File: src/rtl/hc_router_pkg.sv
package hc_router_pkg;

  // kind of departure chosen for the buffer this cycle
  typedef enum logic [1:0] {
    DK_NONE  = 2'd0,
    DK_LOCAL = 2'd1,
    DK_FWD   = 2'd2,
    DK_DEFL  = 2'd3
  } disp_kind_t;

endpackage

File: src/rtl/hc_in_arb.sv
module hc_in_arb #(
  parameter int DIMS  = 12,
  parameter int MSG_W = 34
) (
  input  logic                  clk,
  input  logic                  rst,
  input  logic                  space,
  input  logic [DIMS-1:0]       link_valid,
  output logic [DIMS-1:0]       link_ready,
  input  logic [DIMS*MSG_W-1:0] link_msg,
  input  logic                  inj_valid,
  output logic                  inj_ready,
  input  logic [MSG_W-1:0]      inj_msg,
  output logic                  acc,
  output logic [MSG_W-1:0]      acc_msg
);

  always_comb begin
    logic taken;
    taken      = 1'b0;
    link_ready = '0;
    inj_ready  = 1'b0;
    acc        = 1'b0;
    acc_msg    = '0;
    if (space) begin
      for (int d = 0; d < DIMS; d++) begin
        if (!taken && link_valid[d]) begin
          taken         = 1'b1;
          link_ready[d] = 1'b1;
          acc_msg       = link_msg[d*MSG_W +: MSG_W];
        end
      end
      if (!taken) begin
        inj_ready = 1'b1;
        if (inj_valid) begin
          taken   = 1'b1;
          acc_msg = inj_msg;
        end
      end
      acc = taken;
    end
  end

  // never more than one accepted transfer per cycle
  a_r4_single_accept: assert property (@(posedge clk) disable iff (rst)
    $onehot0({link_valid & link_ready, inj_valid & inj_ready}));

  // nothing is accepted without buffer space
  a_r5_no_accept_full: assert property (@(posedge clk) disable iff (rst)
    !space |-> (link_ready == '0 && !inj_ready));

endmodule

File: src/rtl/hc_msg_queue.sv
module hc_msg_queue #(
  parameter int DEPTH = 8,
  parameter int MSG_W = 34,
  localparam int IW = (DEPTH > 1) ? $clog2(DEPTH) : 1,
  localparam int CW = $clog2(DEPTH + 1)
) (
  input  logic                   clk,
  input  logic                   rst,
  input  logic                   wr_en,
  input  logic [MSG_W-1:0]       wr_msg,
  input  logic                   rd_en,
  input  logic [IW-1:0]          rd_idx,
  output logic [DEPTH-1:0]       ent_valid,
  output logic [DEPTH*MSG_W-1:0] ent_msg,
  output logic                   full
);

  logic [MSG_W-1:0] slot [DEPTH];
  logic [CW-1:0]    cnt;
  logic [CW-1:0]    wpos;

  assign full = (cnt == CW'(DEPTH));
  assign wpos = rd_en ? cnt - CW'(1) : cnt;

  generate
    for (genvar i = 0; i < DEPTH; i++) begin : g_ent
      assign ent_valid[i]              = (CW'(i) < cnt);
      assign ent_msg[i*MSG_W +: MSG_W] = slot[i];
    end
  endgenerate

  // slot 0 is always the oldest entry; a removal closes the gap
  always_ff @(posedge clk) begin
    if (rd_en) begin
      for (int i = 0; i < DEPTH - 1; i++) begin
        if (IW'(i) >= rd_idx) slot[i] <= slot[i+1];
      end
    end
    if (wr_en) slot[IW'(wpos)] <= wr_msg;
  end

  always_ff @(posedge clk) begin
    if (rst) cnt <= '0;
    else     cnt <= cnt + CW'(wr_en) - CW'(rd_en);
  end

  // occupancy never exceeds the depth
  a_r5_no_overflow: assert property (@(posedge clk) disable iff (rst)
    cnt <= CW'(DEPTH));

  // a full buffer is never written
  a_r5_no_write_full: assert property (@(posedge clk) disable iff (rst)
    full |-> !wr_en);

  // a removal always names a live entry
  a_r8_read_live: assert property (@(posedge clk) disable iff (rst)
    rd_en |-> (CW'(rd_idx) < cnt));

endmodule

File: src/rtl/hc_dispatch_sel.sv
module hc_dispatch_sel
  import hc_router_pkg::*;
#(
  parameter int DIMS     = 12,
  parameter int DEPTH    = 8,
  parameter int MSG_W    = 34,
  parameter int ADDR_LSB = 22,
  parameter int PRIO_LSB = 16,
  parameter int PRIO_W   = 2,
  localparam int IW = (DEPTH > 1) ? $clog2(DEPTH) : 1,
  localparam int DW = (DIMS > 1) ? $clog2(DIMS) : 1
) (
  input  logic [DEPTH-1:0]       ent_valid,
  input  logic [DEPTH*MSG_W-1:0] ent_msg,
  input  logic [DIMS-1:0]        link_free,
  input  logic                   dlv_free,
  input  logic                   full,
  output logic                   go,
  output disp_kind_t             go_kind,
  output logic [IW-1:0]          go_idx,
  output logic [DW-1:0]          go_dim,
  output logic [MSG_W-1:0]       go_msg
);

  logic [MSG_W-1:0]  msg_a  [DEPTH];
  logic [DIMS-1:0]   addr_a [DEPTH];
  logic [PRIO_W-1:0] prio_a [DEPTH];

  generate
    for (genvar i = 0; i < DEPTH; i++) begin : g_split
      assign msg_a[i]  = ent_msg[i*MSG_W +: MSG_W];
      assign addr_a[i] = msg_a[i][ADDR_LSB +: DIMS];
      assign prio_a[i] = msg_a[i][PRIO_LSB +: PRIO_W];
    end
  endgenerate

  function automatic logic [DW-1:0] low_one(input logic [DIMS-1:0] v);
    logic [DW-1:0] r;
    r = '0;
    for (int k = DIMS - 1; k >= 0; k--) begin
      if (v[k]) r = DW'(k);
    end
    return r;
  endfunction

  // deflection victim: smallest priority among unarrived entries, oldest first
  logic              vic_have;
  logic [IW-1:0]     vic_idx;
  logic [PRIO_W-1:0] vic_prio;
  logic [DIMS-1:0]   vic_addr;
  logic [DIMS-1:0]   vic_opts;

  always_comb begin
    vic_have = 1'b0;
    vic_idx  = '0;
    vic_prio = '0;
    vic_addr = '0;
    for (int i = 0; i < DEPTH; i++) begin
      if (ent_valid[i] && addr_a[i] != '0 && (!vic_have || prio_a[i] < vic_prio)) begin
        vic_have = 1'b1;
        vic_idx  = IW'(i);
        vic_prio = prio_a[i];
        vic_addr = addr_a[i];
      end
    end
  end

  assign vic_opts = ~vic_addr & link_free;

  always_comb begin
    go      = 1'b0;
    go_kind = DK_NONE;
    go_idx  = '0;
    go_dim  = '0;
    go_msg  = '0;
    for (int i = 0; i < DEPTH; i++) begin
      if (!go && ent_valid[i]) begin
        if (addr_a[i] == '0) begin
          if (dlv_free) begin
            go      = 1'b1;
            go_kind = DK_LOCAL;
            go_idx  = IW'(i);
          end
        end else if ((addr_a[i] & link_free) != '0) begin
          go      = 1'b1;
          go_kind = DK_FWD;
          go_idx  = IW'(i);
          go_dim  = low_one(addr_a[i] & link_free);
        end
      end
    end
    if (full && vic_have && vic_opts != '0) begin
      go      = 1'b1;
      go_kind = DK_DEFL;
      go_idx  = vic_idx;
      go_dim  = low_one(vic_opts);
    end
    if (go) begin
      go_msg = msg_a[go_idx];
      if (go_kind != DK_LOCAL) go_msg[ADDR_LSB + int'(go_dim)] = ~go_msg[ADDR_LSB + int'(go_dim)];
    end
  end

endmodule

File: src/rtl/hc_out_reg.sv
module hc_out_reg #(
  parameter int W = 34
) (
  input  logic         clk,
  input  logic         rst,
  input  logic         load,
  input  logic [W-1:0] din,
  output logic         free,
  output logic         valid,
  input  logic         ready,
  output logic [W-1:0] dout
);

  assign free = !valid || ready;

  always_ff @(posedge clk) begin
    if (rst) begin
      valid <= 1'b0;
    end else if (load) begin
      valid <= 1'b1;
    end else if (ready) begin
      valid <= 1'b0;
    end
  end

  always_ff @(posedge clk) begin
    if (load) dout <= din;
  end

  // a stalled output holds its contents
  a_r7_hold_stalled: assert property (@(posedge clk) disable iff (rst)
    (valid && !ready) |=> (valid && $stable(dout)));

  // a stalled output is never overwritten
  a_r7_no_clobber: assert property (@(posedge clk) disable iff (rst)
    load |-> (!valid || ready));

endmodule

File: src/rtl/hc_router.sv
module hc_router
  import hc_router_pkg::*;
#(
  parameter int DIMS   = 12,
  parameter int NPE    = 16,
  parameter int DEPTH  = 8,
  parameter int PRIO_W = 2,
  parameter int DATA_W = 16,
  localparam int PE_W  = (NPE > 1) ? $clog2(NPE) : 1,
  localparam int MSG_W = DIMS + PE_W + PRIO_W + DATA_W
) (
  input  logic                  clk,
  input  logic                  rst,
  input  logic [DIMS-1:0]       link_in_valid,
  output logic [DIMS-1:0]       link_in_ready,
  input  logic [DIMS*MSG_W-1:0] link_in_msg,
  output logic [DIMS-1:0]       link_out_valid,
  input  logic [DIMS-1:0]       link_out_ready,
  output logic [DIMS*MSG_W-1:0] link_out_msg,
  input  logic                  inj_valid,
  output logic                  inj_ready,
  input  logic [MSG_W-1:0]      inj_msg,
  output logic                  dlv_valid,
  input  logic                  dlv_ready,
  output logic [NPE-1:0]        dlv_pe_sel,
  output logic [DATA_W-1:0]     dlv_data
);

  localparam int PRIO_LSB = DATA_W;
  localparam int PE_LSB   = DATA_W + PRIO_W;
  localparam int ADDR_LSB = PE_LSB + PE_W;
  localparam int IW       = (DEPTH > 1) ? $clog2(DEPTH) : 1;
  localparam int DW       = (DIMS > 1) ? $clog2(DIMS) : 1;

  logic                   q_full;
  logic                   acc;
  logic [MSG_W-1:0]       acc_msg;
  logic [DEPTH-1:0]       ent_valid;
  logic [DEPTH*MSG_W-1:0] ent_msg;
  logic                   go;
  disp_kind_t             go_kind;
  logic [IW-1:0]          go_idx;
  logic [DW-1:0]          go_dim;
  logic [MSG_W-1:0]       go_msg;
  logic [DIMS-1:0]        link_free;
  logic                   dlv_free;
  logic [NPE-1:0]         sel_next;

  hc_in_arb #(.DIMS(DIMS), .MSG_W(MSG_W)) u_arb (
    .clk(clk), .rst(rst), .space(!q_full),
    .link_valid(link_in_valid), .link_ready(link_in_ready), .link_msg(link_in_msg),
    .inj_valid(inj_valid), .inj_ready(inj_ready), .inj_msg(inj_msg),
    .acc(acc), .acc_msg(acc_msg)
  );

  hc_msg_queue #(.DEPTH(DEPTH), .MSG_W(MSG_W)) u_queue (
    .clk(clk), .rst(rst), .wr_en(acc), .wr_msg(acc_msg),
    .rd_en(go), .rd_idx(go_idx),
    .ent_valid(ent_valid), .ent_msg(ent_msg), .full(q_full)
  );

  hc_dispatch_sel #(
    .DIMS(DIMS), .DEPTH(DEPTH), .MSG_W(MSG_W),
    .ADDR_LSB(ADDR_LSB), .PRIO_LSB(PRIO_LSB), .PRIO_W(PRIO_W)
  ) u_sel (
    .ent_valid(ent_valid), .ent_msg(ent_msg), .link_free(link_free),
    .dlv_free(dlv_free), .full(q_full),
    .go(go), .go_kind(go_kind), .go_idx(go_idx), .go_dim(go_dim), .go_msg(go_msg)
  );

  generate
    for (genvar d = 0; d < DIMS; d++) begin : g_link
      hc_out_reg #(.W(MSG_W)) u_oreg (
        .clk(clk), .rst(rst),
        .load(go && go_kind != DK_LOCAL && go_dim == DW'(d)),
        .din(go_msg), .free(link_free[d]),
        .valid(link_out_valid[d]), .ready(link_out_ready[d]),
        .dout(link_out_msg[d*MSG_W +: MSG_W])
      );
    end
    for (genvar p = 0; p < NPE; p++) begin : g_sel
      assign sel_next[p] = (go_msg[PE_LSB +: PE_W] == PE_W'(p));
    end
  endgenerate

  hc_out_reg #(.W(NPE + DATA_W)) u_dreg (
    .clk(clk), .rst(rst),
    .load(go && go_kind == DK_LOCAL),
    .din({sel_next, go_msg[DATA_W-1:0]}), .free(dlv_free),
    .valid(dlv_valid), .ready(dlv_ready),
    .dout({dlv_pe_sel, dlv_data})
  );

  // a delivery strobes exactly one element
  a_r2_onehot_select: assert property (@(posedge clk) disable iff (rst)
    dlv_valid |-> $onehot(dlv_pe_sel));

  // deflection only happens with a full buffer
  a_r6_defl_when_full: assert property (@(posedge clk) disable iff (rst)
    (go && go_kind == DK_DEFL) |-> (q_full && link_in_ready == '0 && !inj_ready));

endmodule

File: config.mk
export PLATFORM = sky130hd
export DESIGN_NAME = hc_router
export DESIGN_NICKNAME = d
export VERILOG_FILES = /design/src/rtl/hc_router_pkg.sv /design/src/rtl/hc_in_arb.sv /design/src/rtl/hc_msg_queue.sv /design/src/rtl/hc_dispatch_sel.sv /design/src/rtl/hc_out_reg.sv /design/src/rtl/hc_router.sv
export SDC_FILE = /design/constraint.sdc
export NUM_CORES = 1
export LEC_CHECK = 0
export ABC_AREA = 1
export BUFFER_PORTS_ARGS = -buffer_cell sky130_fd_sc_hd__clkbuf_2
export CAP_MARGIN = 20
export CORE_AREA = 2 2 363 365
export CTS_BUF_LIST = sky130_fd_sc_hd__clkbuf_16
export DETAILED_ROUTE_END_ITERATION = 12
export DIE_AREA = 0 0 365 367
export SLEW_MARGIN = 15
export SYNTH_ARGS = -nofsm -noshare
export SYNTH_HDL_FRONTEND = slang
export SYNTH_SLANG_ARGS = --single-unit
File: constraint.sdc
create_clock -name clk -period 16.8 [get_ports clk]
set_clock_uncertainty 0.1 [all_clocks]
set_input_delay 0 -clock clk [delete_from_list [all_inputs] [get_ports clk]]
set_output_delay 0 -clock clk [all_outputs]
set_load 0.005 [all_outputs]
======== Word level (Yosys, flattened, before mapping) ========
Memory sizes are Yosys's and may differ from the RTL's.
Index checks and enable logic that the tools add are counted.
Widths: inputs -> output; s select.
word-level totals
  flip-flop bits (word level) ............. 457
  bits in writable memories ............... 272
  bits of input ports ..................... 470
  output and inout bits ................... 466
  memories kept ........................... 1
  logic and storage cells ................. 621
memory list
  memory        depth  width  read ports  clocked after memory_dff  wr ports  line                RTL
  u_queue.slot  8      34     8           0                         8         hc_msg_queue.sv:18  logic [MSG_W-1:0] slot [DEPTH];
operators by class
  equal/unequal tests ..................... 29
  magnitude comparators ................... 25
  reduce and logical (&&, ||, !) cells .... 148
  add/subtract/negate cells ............... 4
  multiplexer cells ....................... 375
  bitwise operators ....................... 12
operators by type and width
  cell                 number
  $mux 34              19
  $mux 4               133
  $reduce_bool 12->1   17
  $mux 1               137
  $and 12x12->12       9
  $mux 12              9
  $bmux 34 s3          1
  $logic_not 12->1     8
  $mux 3               32
  $mux 2               41
  $eq 4x4->1 const B   13
  $logic_and 1x1->1    50
  $logic_not 1->1      38
  $bwmux 34            1
  $eq 4x3->1 const B   8
  $ge 32x1->1 const B  1
  $lt 32x8->1 const B  1
  $reduce_bool 2->1    13
  $logic_or 1x1->1     20
  $eq 4x2->1 const B   4
  $lt 3x4->1 const A   4
  $lt 2x2->1           7
  $not 12->12          1
  $ge 3x3->1 const A   3
  17 further kinds     23

======== Logic depth before layout (Yosys ltp) ========
An unclocked memory read counts as a cell.
  depth after elaboration ................. 56
  mapped depth ............................ 83
  mapped depth without buffers ............ 79

======== Cells and area by module ========
From an unflattened synthesis, not the netlist that was laid out.
second synthesis, totals
  cells, all modules ...................... 4391
  area, all modules ....................... 39101.3 µm²
by module, submodules not included
  module                             cells an instance  area each (µm²)  times used  seq. area each (µm²)
  hc_out_reg (g_link[0].u_oreg ...)  39                 1063.5           12          1041.0
  hc_msg_queue                       1159               12325.6          1           8247.9
  hc_dispatch_sel                    1750               8633.3           1           0.0
  hc_in_arb                          906                4065.1           1           0.0
  hc_out_reg (u_dreg)                37                 1003.5           1           980.9
  hc_router                          71                 311.5            1           0.0

======== Least setup slack after synthesis ========
OpenSTA, ideal clock, no wires.
  kind .................................... flip-flop to flip-flop
  start ................................... register u_queue.cnt[1]
  end ..................................... memory u_queue.slot[4][0] (enable)
  required time ........................... 16.156 ns
  period minus slack after synthesis ...... 11.837 ns
  data arrival time ....................... 11.193 ns
  setup slack ............................. 4.963 ns
  buffers on the path ..................... 5
  cell stages (with the launch flop) ...... 64
  setup time .............................. 0.544 ns
  cell sequence ........................... dfxtp_1 > inv_1 > ha_1 > nand2_1 > inv_1 > nor2_4 > nand2_1 > ha_1 > nand2_1 > nand2_1 > nand2_2 > nand2_4 > o21ai_0 > ha_1 > nand2_1 > nand2_1 > nand2_1 > nand2_2 > (+28 left out) > nand2_1 > nand2_1 > nand2_2 > nand2_2 > buf_6 > nand2_1 > nand3_2 > nand2_2 > nor2_2 > nand2_1 > nand2_2 > nand3_4 > nand2_4 > inv_2 > buf_6 > buf_6 > buf_2 > o311ai_0
RTL lines
  element                 line                RTL
  from (decl)             hc_msg_queue.sv:19  logic [CW-1:0] cnt;
  from (signal assigned)  hc_msg_queue.sv:44  else cnt <= cnt + CW'(wr_en) - CW'(rd_en);
  to (decl)               hc_msg_queue.sv:18

======== Worst setup path in the final report ========
  start ................................... register u_queue.cnt[1]
  end ..................................... register u_dreg.dout[23] (data pin)
between the ends
  cells in the longest elaborated chain, start to end .. 55
  elaborated cells between the ends (all ways) .. 234
  classes of those cells .................. 1 x add/sub; 17 x order compare; 3 x eq/ne; 162 x mux; 4 x bitwise; 47 x reduce/logical
ends and longest elaborated chain
  element                                               line                    RTL
  $lt 1x4->1                                            hc_msg_queue.sv:27      assign ent_valid[i] = (CW'(i) < cnt);
  $logic_and 1x1->1                                     hc_dispatch_sel.sv:59   if (ent_valid[i] && addr_a[i] != '0 && (!vic_have || prio_a[i] < vic_prio)) begin
  $mux 2 / $mux 1 (equally long branches)               hc_dispatch_sel.sv:59
  $lt 2x2->1 / $logic_not 1->1 (equally long branches)  hc_dispatch_sel.sv:59
  $logic_or 1x1->1                                      hc_dispatch_sel.sv:59
  $logic_and 1x1->1                                     hc_dispatch_sel.sv:59
  $mux 2 / $mux 1 (equally long branches)               hc_dispatch_sel.sv:59
  $lt 2x2->1 / $logic_not 1->1 (equally long branches)  hc_dispatch_sel.sv:59
  (+41 left out)                                        n/a
  $mux 1 (not written as such)                          hc_dispatch_sel.sv:100  if (go_kind != DK_LOCAL) go_msg[ADDR_LSB + int'(go_dim)] = ~go_msg[ADDR_LSB + int'(go_dim)];
  $demux 1 s6 / $not 1->1 (equally long branches)       n/a
  $bwmux 34                                             hc_dispatch_sel.sv:100
  $mux 34                                               hc_dispatch_sel.sv:100
  $mux 34 *                                             hc_dispatch_sel.sv:98   if (go) begin
  net g_link[0].u_oreg.din[20]                          hc_out_reg.sv:7         input logic [W-1:0] din,
  $eq 4x3->1 *                                          hc_router.sv:82         assign sel_next[p] = (go_msg[PE_LSB +: PE_W] == PE_W'(p));
  net sel_next[7]                                       hc_router.sv:47         logic [NPE-1:0] sel_next;
  to (signal assigned)                                  hc_out_reg.sv:27        if (load) dout <= din;
  to (decl)                                             hc_out_reg.sv:11        output logic [W-1:0] dout
Mark *: on every way through the listed nets, which the timed path passes. The rest lies on a longest branch. The select of a mux whose other input is x is not followed.
A chain may end at the register's enable or synchronous reset.

==> summary.txt <==
Synth
  – Avg Cell Area, Syn: 9.493 um^2
  – Mapped cell area: 36350 um^2
  – Synthesized Nets: 4321
  – Post-synth EDFFs: 712
  – Seq/Total Area, Yosys: 59.76%
  – Register bit total from synthesis: 729
  – Ys Warns: 0
  – Share of flip-flops with an asynchronous set or reset: 0%
  – Post-synthesis cell count: 3829
  – Yosys cell types: 63
  – Post-synth top flop: edfxtp_1

Worst setup path
  – Crit path max-delay cell type: buf_4
  – Path depth of the worst reg2reg path: 73
  – CP dominant cell by count: nand2_1
  – Critical Path Max Stage Delay: 960 ps
  – Reg2reg setup slack: 2380 ps
  – Startpoint types: register
  – Critical path's top delay family: simple AND/OR/NAND/NOR gates
  – Crit Path Category: register to register
  – Reg2reg start: u_queue.cnt[1]
  – FF-to-FF End: u_dreg.dout[23]
  – WP buf/inv: 4
  – CP endpoint kind: register
  – Worst path arrival time: 14840 ps
  – WP data required: 17210 ps
  – CP max FO: 94

Min path
  – Type of the most critical hold path: primary input to register
  – Worst Hold End: u_queue.cnt[0]
  – Hold depth: 7
  – Hold path startpoint: inj_valid

Global route
  – Vias in the first global route: 32180
  – Antenna violations before repair: 30
  – GRT Overall Usage: 25.62%
  – First-pass GRT wire length: 242900 um
  – Largest net degree at the start of global routing: 95
  – Overflow after GRT: 0

STA
  – Hold_ws: -0.5546 ps
  – RSZ-0062 raised after global routing: false
  – Pins Over Slew Limit: 0
  – Setup-violating endpoint count in the final report: 0
  – Rel. slew slack: 23.03%
  – Final setup TNS: 0 ps
  – Min cycle time layout: 14420 ps
  – Final Hold Fails: 1
  – Crit share post-route: 85.86%
  – Worst slew pin tran: 1151 ps
  – Fmax: 69.32 MHz

Clock tree
  – # resized after CTS: 0
  – Hold_buf cts: 56
  – Clk_lat worst skew: 690 ps
  – Total CTS buffers: 73
  – Worst-path clk slew: 70 ps
  – Clk root buf: clkbuf_16
  – CTS tree: yes
  – Post-CTS setup buffers: 0
  – Clk buf depth: 3
  – CTS sink count: 729
  – H-tree Lvls: 3

Floorplan
  – Die height: 367 um
  – Die area: 134000 um^2
  – DIE WIDTH: 365 um
  – Num rows: 133
  – Core Area: 130500 um^2
  – Starting Density: 27.86%
  – Boundary pin count: 936

Route
  – Via count: 33870
  – Initial drt markers: 3781
  – Final ANT Viol Nets: 0
  – Routed vias/inst: 5.092
  – Final wirelength: 178300 um
  – Post-route DRC: 0
  – Drt first pass iters: 7
  – Average wire per standard cell: 26.81 um

Placement
  – DP HPWL: 136200 um
  – PortBufs: 935
  – RD Place Congestion: 1.036

Status
  – Failing checks: negative hold slack
  – Status: finished, violations left

Flow run
  – Max Cap Viol: 0

Layout
  – Sequential Area: 21720 um^2
  – Area grow syn2layout: 28.00%
  – # fillers: 13520
  – Proportion of layout cells with a drive suffix above 1: 26.87%
  – Layout net count: 5323
  – Multi-input logic area: 12470 um^2
[worst max path at each step]
stage,cells after the start,slack [ps],endpoint,from
after global placement,72,2740,g_link[3].u_oreg.dout[4],u_queue.cnt[1]
after global routing,74,1220,u_dreg.dout[21],u_queue.cnt[1]
after floorplan,63,4960,u_queue.slot[4][0],u_queue.cnt[1]
after detailed placement,72,2590,g_link[7].u_oreg.dout[4],u_queue.cnt[1]
final,73,2380,u_dreg.dout[23],u_queue.cnt[1]
after CTS,71,2520,g_link[11].u_oreg.dout[4],u_queue.cnt[1]
[cell usage after synthesis (17+ instances only)]
| library cell | instances | share of area, % |
|---|---|---|
| o21ai_1 | 19 | 0.26 |
| nand2_1 | 1169 | 12 |
| nand2_2 | 24 | 0.41 |
| a41oi_1 | 26 | 0.63 |
| o2111ai_1 | 32 | 0.77 |
| nor2_1 | 271 | 2.8 |
| clkbuf_1 | 103 | 1.1 |
| buf_6 | 19 | 0.59 |
| o211ai_1 | 58 | 1.2 |
| nor4_1 | 17 | 0.29 |
| buf_2 | 26 | 0.36 |
| inv_1 | 398 | 4.1 |
| nand4_1 | 31 | 0.53 |
| a221oi_1 | 62 | 1.5 |
| a31oi_1 | 35 | 0.60 |
| nand3_1 | 156 | 2.1 |
| edfxtp_1 | 712 | 59 |
| buf_4 | 18 | 0.37 |
| a21oi_1 | 60 | 0.83 |
| dfxtp_1 | 17 | 0.94 |
| inv_2 | 24 | 0.25 |
| a22oi_1 | 41 | 0.85 |
| nor3_1 | 26 | 0.36 |
| o21ai_0 | 345 | 4.8 |
| ha_1 | 21 | 0.72 |
[placed cells by master (no fill, tap or decap), types with 27 or more instances in the layout]
cell           instances
nand2_1             1166
clkbuf_2             935
edfxtp_1             712
inv_1                412
o21ai_0              342
nor2_1               247
nand3_1              156
buf_4                104
clkbuf_16             73
dlygate4sd3_1         62
a221oi_1              60
o211ai_1              58
a21oi_1               55
a22oi_1               41
o2111ai_1             32
nand4_1               31
nor2_4                28
nand2_2               27
[layout make-up]
class | count | area share (%)
Antenna cell | 9 | 0.04841
Clock buffer | 73 | 3.926
Clock inverter | 58 | 1.226
Inverter | 430 | 3.480
Multi-Input combinational cell | 2493 | 26.79
Sequential cell | 729 | 46.69
Tap cell | 1755 | 4.720
Timing Repair Buffer | 1104 | 13.12
[layer usage]
metal  up-vias  routed length [um]  GRT usage, %
li1      15210                   -             -
met1     16180               63390         29.00
met2      2065               87250         44.36
met3       381               16540         5.554
met4        34               10900         14.51
met5         -                 218             0
[flip-flops by register name, indices dropped and copies added, names as in the netlist]
| name | count |
|---|---|
| g_link.u_oreg.dout | 408 |
| u_queue.slot | 272 |
| g_link.u_oreg.valid | 12 |
| u_queue.cnt | 4 |
| u_dreg.dout | 32 |
| u_dreg.valid | 1 |
[worst register-to-register path: cells and delay by family, from the launching register on]
kind / cells / cell delay [ps]
compound gates: 7 / 1890
fa+ha+maj: 7 / 1950
buf+inv: 4 / 1670
flops: 1 / 440
simple gates: 55 / 8220
[stage by stage]
step	instances	setup WS, ps	area (um^2)	hold slack, ps	util, %
floorplan	3829	4963	36350	-1.231	-
global placement	6440	2739	43420	224.3	33.28
detailed placement	6443	2594	43440	227.6	33.30
CTS	6630	2519	46400	3.082	35.56
global route	6647	1221	46510	25.97	35.65
finish	6651	2375	46520	-0.5546	35.66
[logic make-up (layout without fill, tap and decap cells)]
family | Yosys count | after routing | share of synthesized area [%]
AOI/OAI and AO/OA | 728 | 728 | 12.66
xor gates and xnor gates | 2 | 2 | 0.04820
adders and majority gates | 22 | 22 | 0.7780
buffers and inverters | 607 | 1665 | 6.988
DFF | 729 | 729 | 59.76
muxes | 1 | 1 | 0.02754
other | 0 | 9 | 0
and+or+nand+nor | 1740 | 1740 | 19.74
Power is not shown: default switching activity piles up to over one toggle a cycle in this logic, so the estimate is an artifact.
